**src/rtl/pwm_estop_pkg.sv**
```systemverilog
package pwm_estop_pkg;

    localparam int REG_W  = 8;
    localparam int B_SDEN = 0;
    localparam int B_POL  = 1;
    localparam int B_STAT = 2;
    localparam int B_RST  = 3;
    localparam int B_LVL  = 4;
    localparam int B_IE   = 5;
    localparam int B_FLAG = 6;

    typedef struct packed {
        logic ie;
        logic lvl;
        logic pol;
        logic sd_en;
    } ctrl_t;

    function automatic logic level_active(input logic lvl_in, input logic pol);
        return ~(lvl_in ^ pol);
    endfunction

    function automatic logic [REG_W-1:0] pack_rd(input ctrl_t c, input logic flag,
                                                 input logic stat);
        logic [REG_W-1:0] r;
        r         = '0;
        r[B_SDEN] = c.sd_en;
        r[B_POL]  = c.pol;
        r[B_STAT] = stat;
        r[B_LVL]  = c.lvl;
        r[B_IE]   = c.ie;
        r[B_FLAG] = flag;
        return r;
    endfunction

endpackage

```
**src/rtl/estop_sync.sv**
```systemverilog
module estop_sync #(
    parameter int STAGES = 2
) (
    input  logic clk,
    input  logic rst,
    input  logic raw,
    output logic lvl_s,
    output logic toggle
);
    logic [STAGES:0] sh;

    always_ff @(posedge clk) begin
        if (rst) sh <= '0;
        else     sh <= {sh[STAGES-1:0], raw};
    end

    assign lvl_s  = sh[STAGES-1];
    assign toggle = sh[STAGES] ^ sh[STAGES-1];
endmodule

```
**src/rtl/estop_regs.sv**
```systemverilog
module estop_regs
    import pwm_estop_pkg::*;
(
    input  logic             clk,
    input  logic             rst,
    input  logic             wr_en,
    input  logic [REG_W-1:0] wr_data,
    input  logic             toggle,
    input  logic             active,
    output ctrl_t            ctrl,
    output logic             flag,
    output logic             restart_acc,
    output logic             irq
);
    logic unused_bits;
    assign unused_bits = ^{wr_data[B_STAT], wr_data[REG_W-1]};

    always_ff @(posedge clk) begin
        if (rst) begin
            ctrl <= '0;
            flag <= 1'b0;
        end else begin
            if (wr_en) begin
                ctrl.sd_en <= wr_data[B_SDEN];
                ctrl.pol   <= wr_data[B_POL];
                ctrl.lvl   <= wr_data[B_LVL];
                ctrl.ie    <= wr_data[B_IE];
            end
            if (toggle)                     flag <= 1'b1;
            else if (wr_en && wr_data[B_FLAG]) flag <= 1'b0;
        end
    end

    assign restart_acc = wr_en & wr_data[B_RST] & ~active;
    assign irq         = flag & ctrl.ie;

    a_r4_toggle_sets: assert property (@(posedge clk) disable iff (rst)
        toggle |=> flag);
    a_r5_flag_sticky: assert property (@(posedge clk) disable iff (rst)
        (flag && !(wr_en && wr_data[B_FLAG])) |=> flag);
    a_r5_w1c: assert property (@(posedge clk) disable iff (rst)
        (wr_en && wr_data[B_FLAG] && !toggle) |=> !flag);
endmodule

```
**src/rtl/estop_chan.sv**
```systemverilog
module estop_chan (
    input  logic clk,
    input  logic rst,
    input  logic force_now,
    input  logic restart_acc,
    input  logic sd_en,
    input  logic lvl,
    input  logic chan_en,
    input  logic pwm_in,
    input  logic cnt_zero,
    output logic pwm_out
);
    logic hold, pend;

    always_ff @(posedge clk) begin
        if (rst) begin
            hold <= 1'b0;
            pend <= 1'b0;
        end else if (force_now) begin
            hold <= 1'b1;
            pend <= 1'b0;
        end else if (hold && cnt_zero && (pend || !sd_en)) begin
            hold <= 1'b0;
            pend <= 1'b0;
        end else if (hold && restart_acc) begin
            pend <= 1'b1;
        end
    end

    assign pwm_out = (chan_en && (force_now || hold)) ? lvl : pwm_in;

    a_r1_trip_latches: assert property (@(posedge clk) disable iff (rst)
        force_now |=> hold);
    a_r7_wait_zero: assert property (@(posedge clk) disable iff (rst)
        (hold && !cnt_zero) |=> hold);
    a_r8_pend_needs_trigger: assert property (@(posedge clk) disable iff (rst)
        $rose(pend) |-> $past(restart_acc));
endmodule

```
**src/rtl/pwm_estop_ctrl.sv**
```systemverilog
module pwm_estop_ctrl
    import pwm_estop_pkg::*;
#(
    parameter int NCH         = 6,
    parameter int SYNC_STAGES = 2
) (
    input  logic             clk,
    input  logic             rst,
    input  logic             wr_en,
    input  logic [REG_W-1:0] wr_data,
    output logic [REG_W-1:0] rd_data,
    input  logic             estop_raw,
    input  logic [NCH-1:0]   chan_en,
    input  logic [NCH-1:0]   pwm_in,
    input  logic [NCH-1:0]   cnt_zero,
    output logic [NCH-1:0]   pwm_out,
    output logic             irq
);
    ctrl_t ctrl;
    logic  lvl_s, toggle, active, flag, restart_acc, force_now;

    estop_sync #(.STAGES(SYNC_STAGES)) u_sync (
        .clk(clk), .rst(rst), .raw(estop_raw), .lvl_s(lvl_s), .toggle(toggle)
    );

    assign active    = level_active(lvl_s, ctrl.pol);
    assign force_now = ctrl.sd_en & active;

    estop_regs u_regs (
        .clk(clk), .rst(rst), .wr_en(wr_en), .wr_data(wr_data),
        .toggle(toggle), .active(active), .ctrl(ctrl), .flag(flag),
        .restart_acc(restart_acc), .irq(irq)
    );

    for (genvar i = 0; i < NCH; i++) begin : g_ch
        estop_chan u_ch (
            .clk(clk), .rst(rst), .force_now(force_now),
            .restart_acc(restart_acc), .sd_en(ctrl.sd_en), .lvl(ctrl.lvl),
            .chan_en(chan_en[i]), .pwm_in(pwm_in[i]), .cnt_zero(cnt_zero[i]),
            .pwm_out(pwm_out[i])
        );
    end

    assign rd_data = pack_rd(ctrl, flag, lvl_s);

    a_r6_irq_needs_flag: assert property (@(posedge clk) disable iff (rst)
        irq |-> (rd_data[B_FLAG] && rd_data[B_IE]));
    a_r9_restart_reads_zero: assert property (@(posedge clk) disable iff (rst)
        $past(wr_en) |-> !rd_data[B_RST]);
endmodule

```
**config.mk**
```make
export PLATFORM = sky130hd
export DESIGN_NAME = pwm_estop_ctrl
export DESIGN_NICKNAME = d
export VERILOG_FILES = /design/src/rtl/pwm_estop_pkg.sv /design/src/rtl/estop_sync.sv /design/src/rtl/estop_regs.sv /design/src/rtl/estop_chan.sv /design/src/rtl/pwm_estop_ctrl.sv
export SDC_FILE = /design/constraint.sdc
export NUM_CORES = 1
export LEC_CHECK = 0
export BUFFER_PORTS_ARGS = -buffer_cell sky130_fd_sc_hd__buf_2
export CAP_MARGIN = 20
export CORE_MARGIN = 2
export CORE_UTILIZATION = 49
export CTS_CLUSTER_SIZE = 40
export DETAILED_ROUTE_END_ITERATION = 6
export HOLD_SLACK_MARGIN = 0.03
export PLACE_DENSITY = 0.86
export RECOVER_POWER = 100
export SLEW_MARGIN = 5
export SYNTH_ARGS = -nofsm -noshare
export SYNTH_HDL_FRONTEND = slang
export SYNTH_HIERARCHICAL = 1
export SYNTH_SLANG_ARGS = --single-unit
```
**constraint.sdc**
```tcl
create_clock -name clk -period 4.1 [get_ports clk]
set_input_delay 0.82 -clock clk [delete_from_list [all_inputs] [get_ports clk]]
set_output_delay 0.82 -clock clk [all_outputs]
set_load 0.02 [all_outputs]
```
After elaboration in Yosys (flattened, before gate mapping)
Cells that the tools add are included.
{ "totals": {"register_bits": 20, "latch_bits": 0, "mem_bits_rw": 0, "romBits": 0, "in_bits": 30, "output_inout_bits": 15, "word_cells": 96, "memories": 0} }
{ "classes": {"addsub": 0, "mul": 0, "div_mod_pow": 0, "order_cmp": 0, "eq_ne": 0, "shift": 0, "muxes": 20, "bitwise": 7, "reduce_logical": 51} }
{ "op_table": {"columns": ["cell", "n"], "rows": [
  ["$logic_and 1x1->1", 25],
  ["$mux 1", 20],
  ["$reduce_or 3->1", 6],
  ["$reduce_bool 2->1", 7],
  ["$logic_or 1x1->1", 12],
  ["$and 1x1->1", 4],
  ["$xor 1x1->1", 2],
  ["$logic_not 1->1", 1],
  ["$not 1->1", 1]
]} }

Logic depth before layout (Yosys ltp)
{ "logic_depth": {"word_depth": 6, "depth_mapped": 5, "ltp_nobuf": 4} }

Modules after synthesis
Netlist, hierarchy kept.
{ "by_module_without_submodules": {"columns": ["module", "n_inst", "cells_each", "area_per_inst_um2", "seq_area_each_um2"], "rows": [
  ["estop_chan", 6, 11, 110.1, 40.0],
  ["estop_regs", 1, 20, 202.7, 100.1],
  ["estop_sync", 1, 7, 87.6, 60.1],
  ["pwm_estop_ctrl", 1, 7, 48.8, 0.0]
]} }

Worst setup path after synthesis
OpenSTA, ideal clock, no wires.
{ "synth_timing": {"path_type": "flip-flop to output port", "start": "register, netlist name u_regs/ctrl[0]", "end": "output port pwm_out[0]", "t_arrival_ps": 1951, "t_required_ps": 3280, "setup_slack_ps": 1329, "stages_incl_launch_ff": 4, "n_path_buf": 0, "cell_sequence": "dfxtp_1 -> and2_1 -> o21ai_0 -> mux2_2"} }
{ "synth_via": {"elab_chain_cells": 4} }
{ "synth_lines": {"columns": ["element", "line", "source"], "rows": [
  ["$and 1x1->1", "pwm_estop_ctrl.sv:27", "assign force_now = ctrl.sd_en & active;"],
  ["named net force_now", "pwm_estop_ctrl.sv:20", "logic lvl_s, toggle, active, flag, restart_acc, force_now;"],
  ["$logic_or 1x1->1", "estop_chan.sv:30", "assign pwm_out = (chan_en && (force_now || hold)) ? lvl : pwm_in;"],
  ["$logic_and 1x1->1", "estop_chan.sv:30", null],
  ["$mux 1", "estop_chan.sv:30", null],
  ["to (decl)", "pwm_estop_ctrl.sv:16", "output logic [NCH-1:0] pwm_out,"]
]} }
The timed path passes the listed nets, and every way through them passes these cells.

Worst setup path in the final report
{ "layout_timing": {"start": "register u_sync.sh[1]", "end": "output port pwm_out[0]"} }
{ "layout_via": {"elab_chain_cells": 6} }
{ "layout_lines": {"columns": ["element", "line", "source"], "rows": [
  ["from (decl)", "estop_sync.sv:10", "logic [STAGES:0] sh;"],
  ["from (signal assigned)", "estop_sync.sv:14", "else sh <= {sh[STAGES-1:0], raw};"],
  ["$xor 1x1->1", "pwm_estop_pkg.sv:20", "return ~(lvl_in ^ pol);"],
  ["$not 1->1", "pwm_estop_pkg.sv:20", null],
  ["named net active", "pwm_estop_ctrl.sv:20", null],
  ["$and 1x1->1", "pwm_estop_ctrl.sv:27", null],
  ["named net force_now", "pwm_estop_ctrl.sv:20", null],
  ["$logic_or 1x1->1", "estop_chan.sv:30", null],
  ["$logic_and 1x1->1", "estop_chan.sv:30", null],
  ["$mux 1", "estop_chan.sv:30", null]
]} }
The timed path passes the listed nets, and every way through them passes these cells.

==> metrics <==
outcome finished, final reports clean; fin crit period 3340 ps; die height 49.2 um; Multi-input gate area 536 um^2; cts bufs inserted 3; DR vias/cell 5.07; hold_buf cts 0; final setup TNS 0 ps; startpoint type of the worst setup path register; CP required 3280 ps; via count of the first global-routing pass 802; routability cong. 0.683; PortBufs 40; CTS Sinks 20; DR vias 846; clock network fraction of design power 0.242; CTS tree done; Starting Density 0.515; Comb power frac 0.196; layout cells sized above 1 0.357; Clock Skew 8.03 ps; synthesized flop and latch total 20; Detail Placement HPWL 1500 um; Slew Viols, Final 0; WL per Instance 11.8 um; final wirelength 1970 um; critical path type reg2out; max incr delay on CP 950 ps; Routed Antenna Nets 0; Internal Power 266 uW; largest net degree at the start of global routing 25; Hold Path Class reg2reg; Detailed Routing Iterations Pass 1 4; Worst VDD drop 0.205 mV; Cell Chain, Critical Path xnor2_1 > and2_0 > o21ai_0 > mux2_2 > clkbuf_1; RSZ-0062 raised after global routing false; worst-case clock buffer depth 2; initial antenna violation count 0; Layout fillers 171; met1 usage 0.194; FF/Latch Area 400 um^2; sequential power share 0.562; CTS H-Tree Depth 1; fin crit share 0.815; Root Driver clkbuf_4; met2 GRT Util 0.327; commonest non-fill, non-tap cell in the layout buf_2; worst rel slew slack 0.200; Placed Cells 164; switching share of power 0.279; Syn-to-layout area delta 21.0%; area of the die 2420 um^2; Power, Total 369 uW; Synth warnings 6; Pleak 0.484 nW; CP arrival 2520 ps; number of max-cap violations 0; Crit. End Element output port; NetSw 103 uW; worst skew pair latency 300 ps; Post-CTS Setup Inserts 0; post-route insts no fill 167; # diodes 0; Cell variety after synth 20; Slew @ Worst Pin 1200 ps; WHS 453 ps; leading cell types in the layout, fill and taps excluded 27 x buf_2, 20 x dfxtp_1, 13 x clkbuf_1; average size of a mapped cell 10.0 um^2; Fmax 299 MHz; Synth Cell Area 1000 um^2; Gate Count Post-Synth 100; Util after Layout 0.623; I/O pins 45; total grt overflow 0; Power Density 305 nW/um^2; total global-route track usage 0.179; met3 Use GR 0.0307; row count 16; Core Region 1940 um^2; number of nets in the layout 172; starting DRC count in detailed routing 3; final setup fails 0; die width 49.2 um; global-route wire length before repair 3320 um; Final Hold Viols 0; sequential-to-total area share from yosys stat 0.401; post-CTS resize count 0; clk slew on worst S/H paths 90 ps; Residual DRC 0; gr busiest metal met2; Crit-path slowest cell and2_0; CP Max Fanout 24
-- power by group through the flow --
stage,clock network (mW),registers (mW),logic (mW)
2_1_floorplan,0,0.216,0.0437
3_3_place_gp,0,0.211,0.0720
3_5_place_dp,0,0.211,0.0748
4_1_cts,0.0930,0.207,0.0750
5_1_grt,0.100,0.208,0.0795
6_report,0.0892,0.207,0.0724
-- synthesized netlist by cell type --
master | n | area, um^2
a21oi_1 | 6 | 30.0
a311oi_1 | 6 | 52.6
a311oi_2 | 1 | 15.0
and2_1 | 2 | 12.5
and3_1 | 6 | 37.5
buf_4 | 4 | 30.0
buf_6 | 1 | 11.3
conb_1 | 1 | 3.75
dfxtp_1 | 20 | 400
inv_1 | 7 | 26.3
mux2_2 | 6 | 67.6
mux2i_1 | 4 | 40.0
nand2_1 | 1 | 3.75
nand2b_4 | 6 | 82.6
nor2_1 | 12 | 45.0
nor2b_1 | 3 | 18.8
nor4_2 | 6 | 75.1
o21ai_0 | 6 | 30.0
xnor2_1 | 1 | 8.76
xor2_1 | 1 | 8.76
-- sequential cells by signal, summed over array words and instances (netlist names) --
name	count
g_ch.u_ch/hold	6
g_ch.u_ch/pend	6
u_regs/ctrl	4
u_regs/flag	1
u_sync/sh	3
-- final timing paths --
| check | from | end | slack [ps] | cells past startpoint |
|---|---|---|---|---|
| worst max register to register | u_sync/sh[1] | g_ch[4].u_ch/hold | 2030 | 4 |
| worst min-delay path | u_sync/sh[0] | u_sync/sh[1] | 450 | 1 |
| worst min register to register | u_sync/sh[0] | u_sync/sh[1] | 450 | 1 |
| worst max-delay path | u_sync/sh[1] | pwm_out[0] | 760 | 5 |
-- cells by family after synthesis --
kind of cell,Yosys count,synth area share
simple gates,36,0.275
other cells,1,0.00375
xor+xnor,2,0.0175
buf+inv,12,0.0676
compound gates,19,0.128
flops,20,0.400
mux,10,0.108
-- cell type report --
cell class | instances | area share
tap | 27 | 0.0279
clock buffer | 3 | 0.0186
multi-input combinational | 69 | 0.443
sequential | 20 | 0.331
timing repair buffer | 41 | 0.158
inverter | 7 | 0.0217
-- worst max-delay path: cells and delay by family, from the launching register on --
kind                      cells  cell delay, ps
buffers and inverters         1             240
AOI/OAI and AO/OA             1             190
DFF                           1             400
muxes                         1             270
xor gates and xnor gates      1             160
and+or+nand+nor               1             950
-- per-layer routing --
| layer | vias to the layer above | part of all wire |
|---|---|---|
| met4 | 0 | 0.018 |
| met1 | 389 | 0.41 |
| met3 | 5 | 0.041 |
| met2 | 23 | 0.53 |
| li1 | 429 | - |
| met5 | - | 0 |
-- through the flow --
step	instance area (um^2)	worst slack [ps]
6_report	1210	760
5_1_grt	1210	443
4_1_cts	1230	1040
3_5_place_dp	1200	1380
3_3_place_gp	1200	1420
2_1_floorplan	1000	1330
Power figures use the tool's default switching activity.
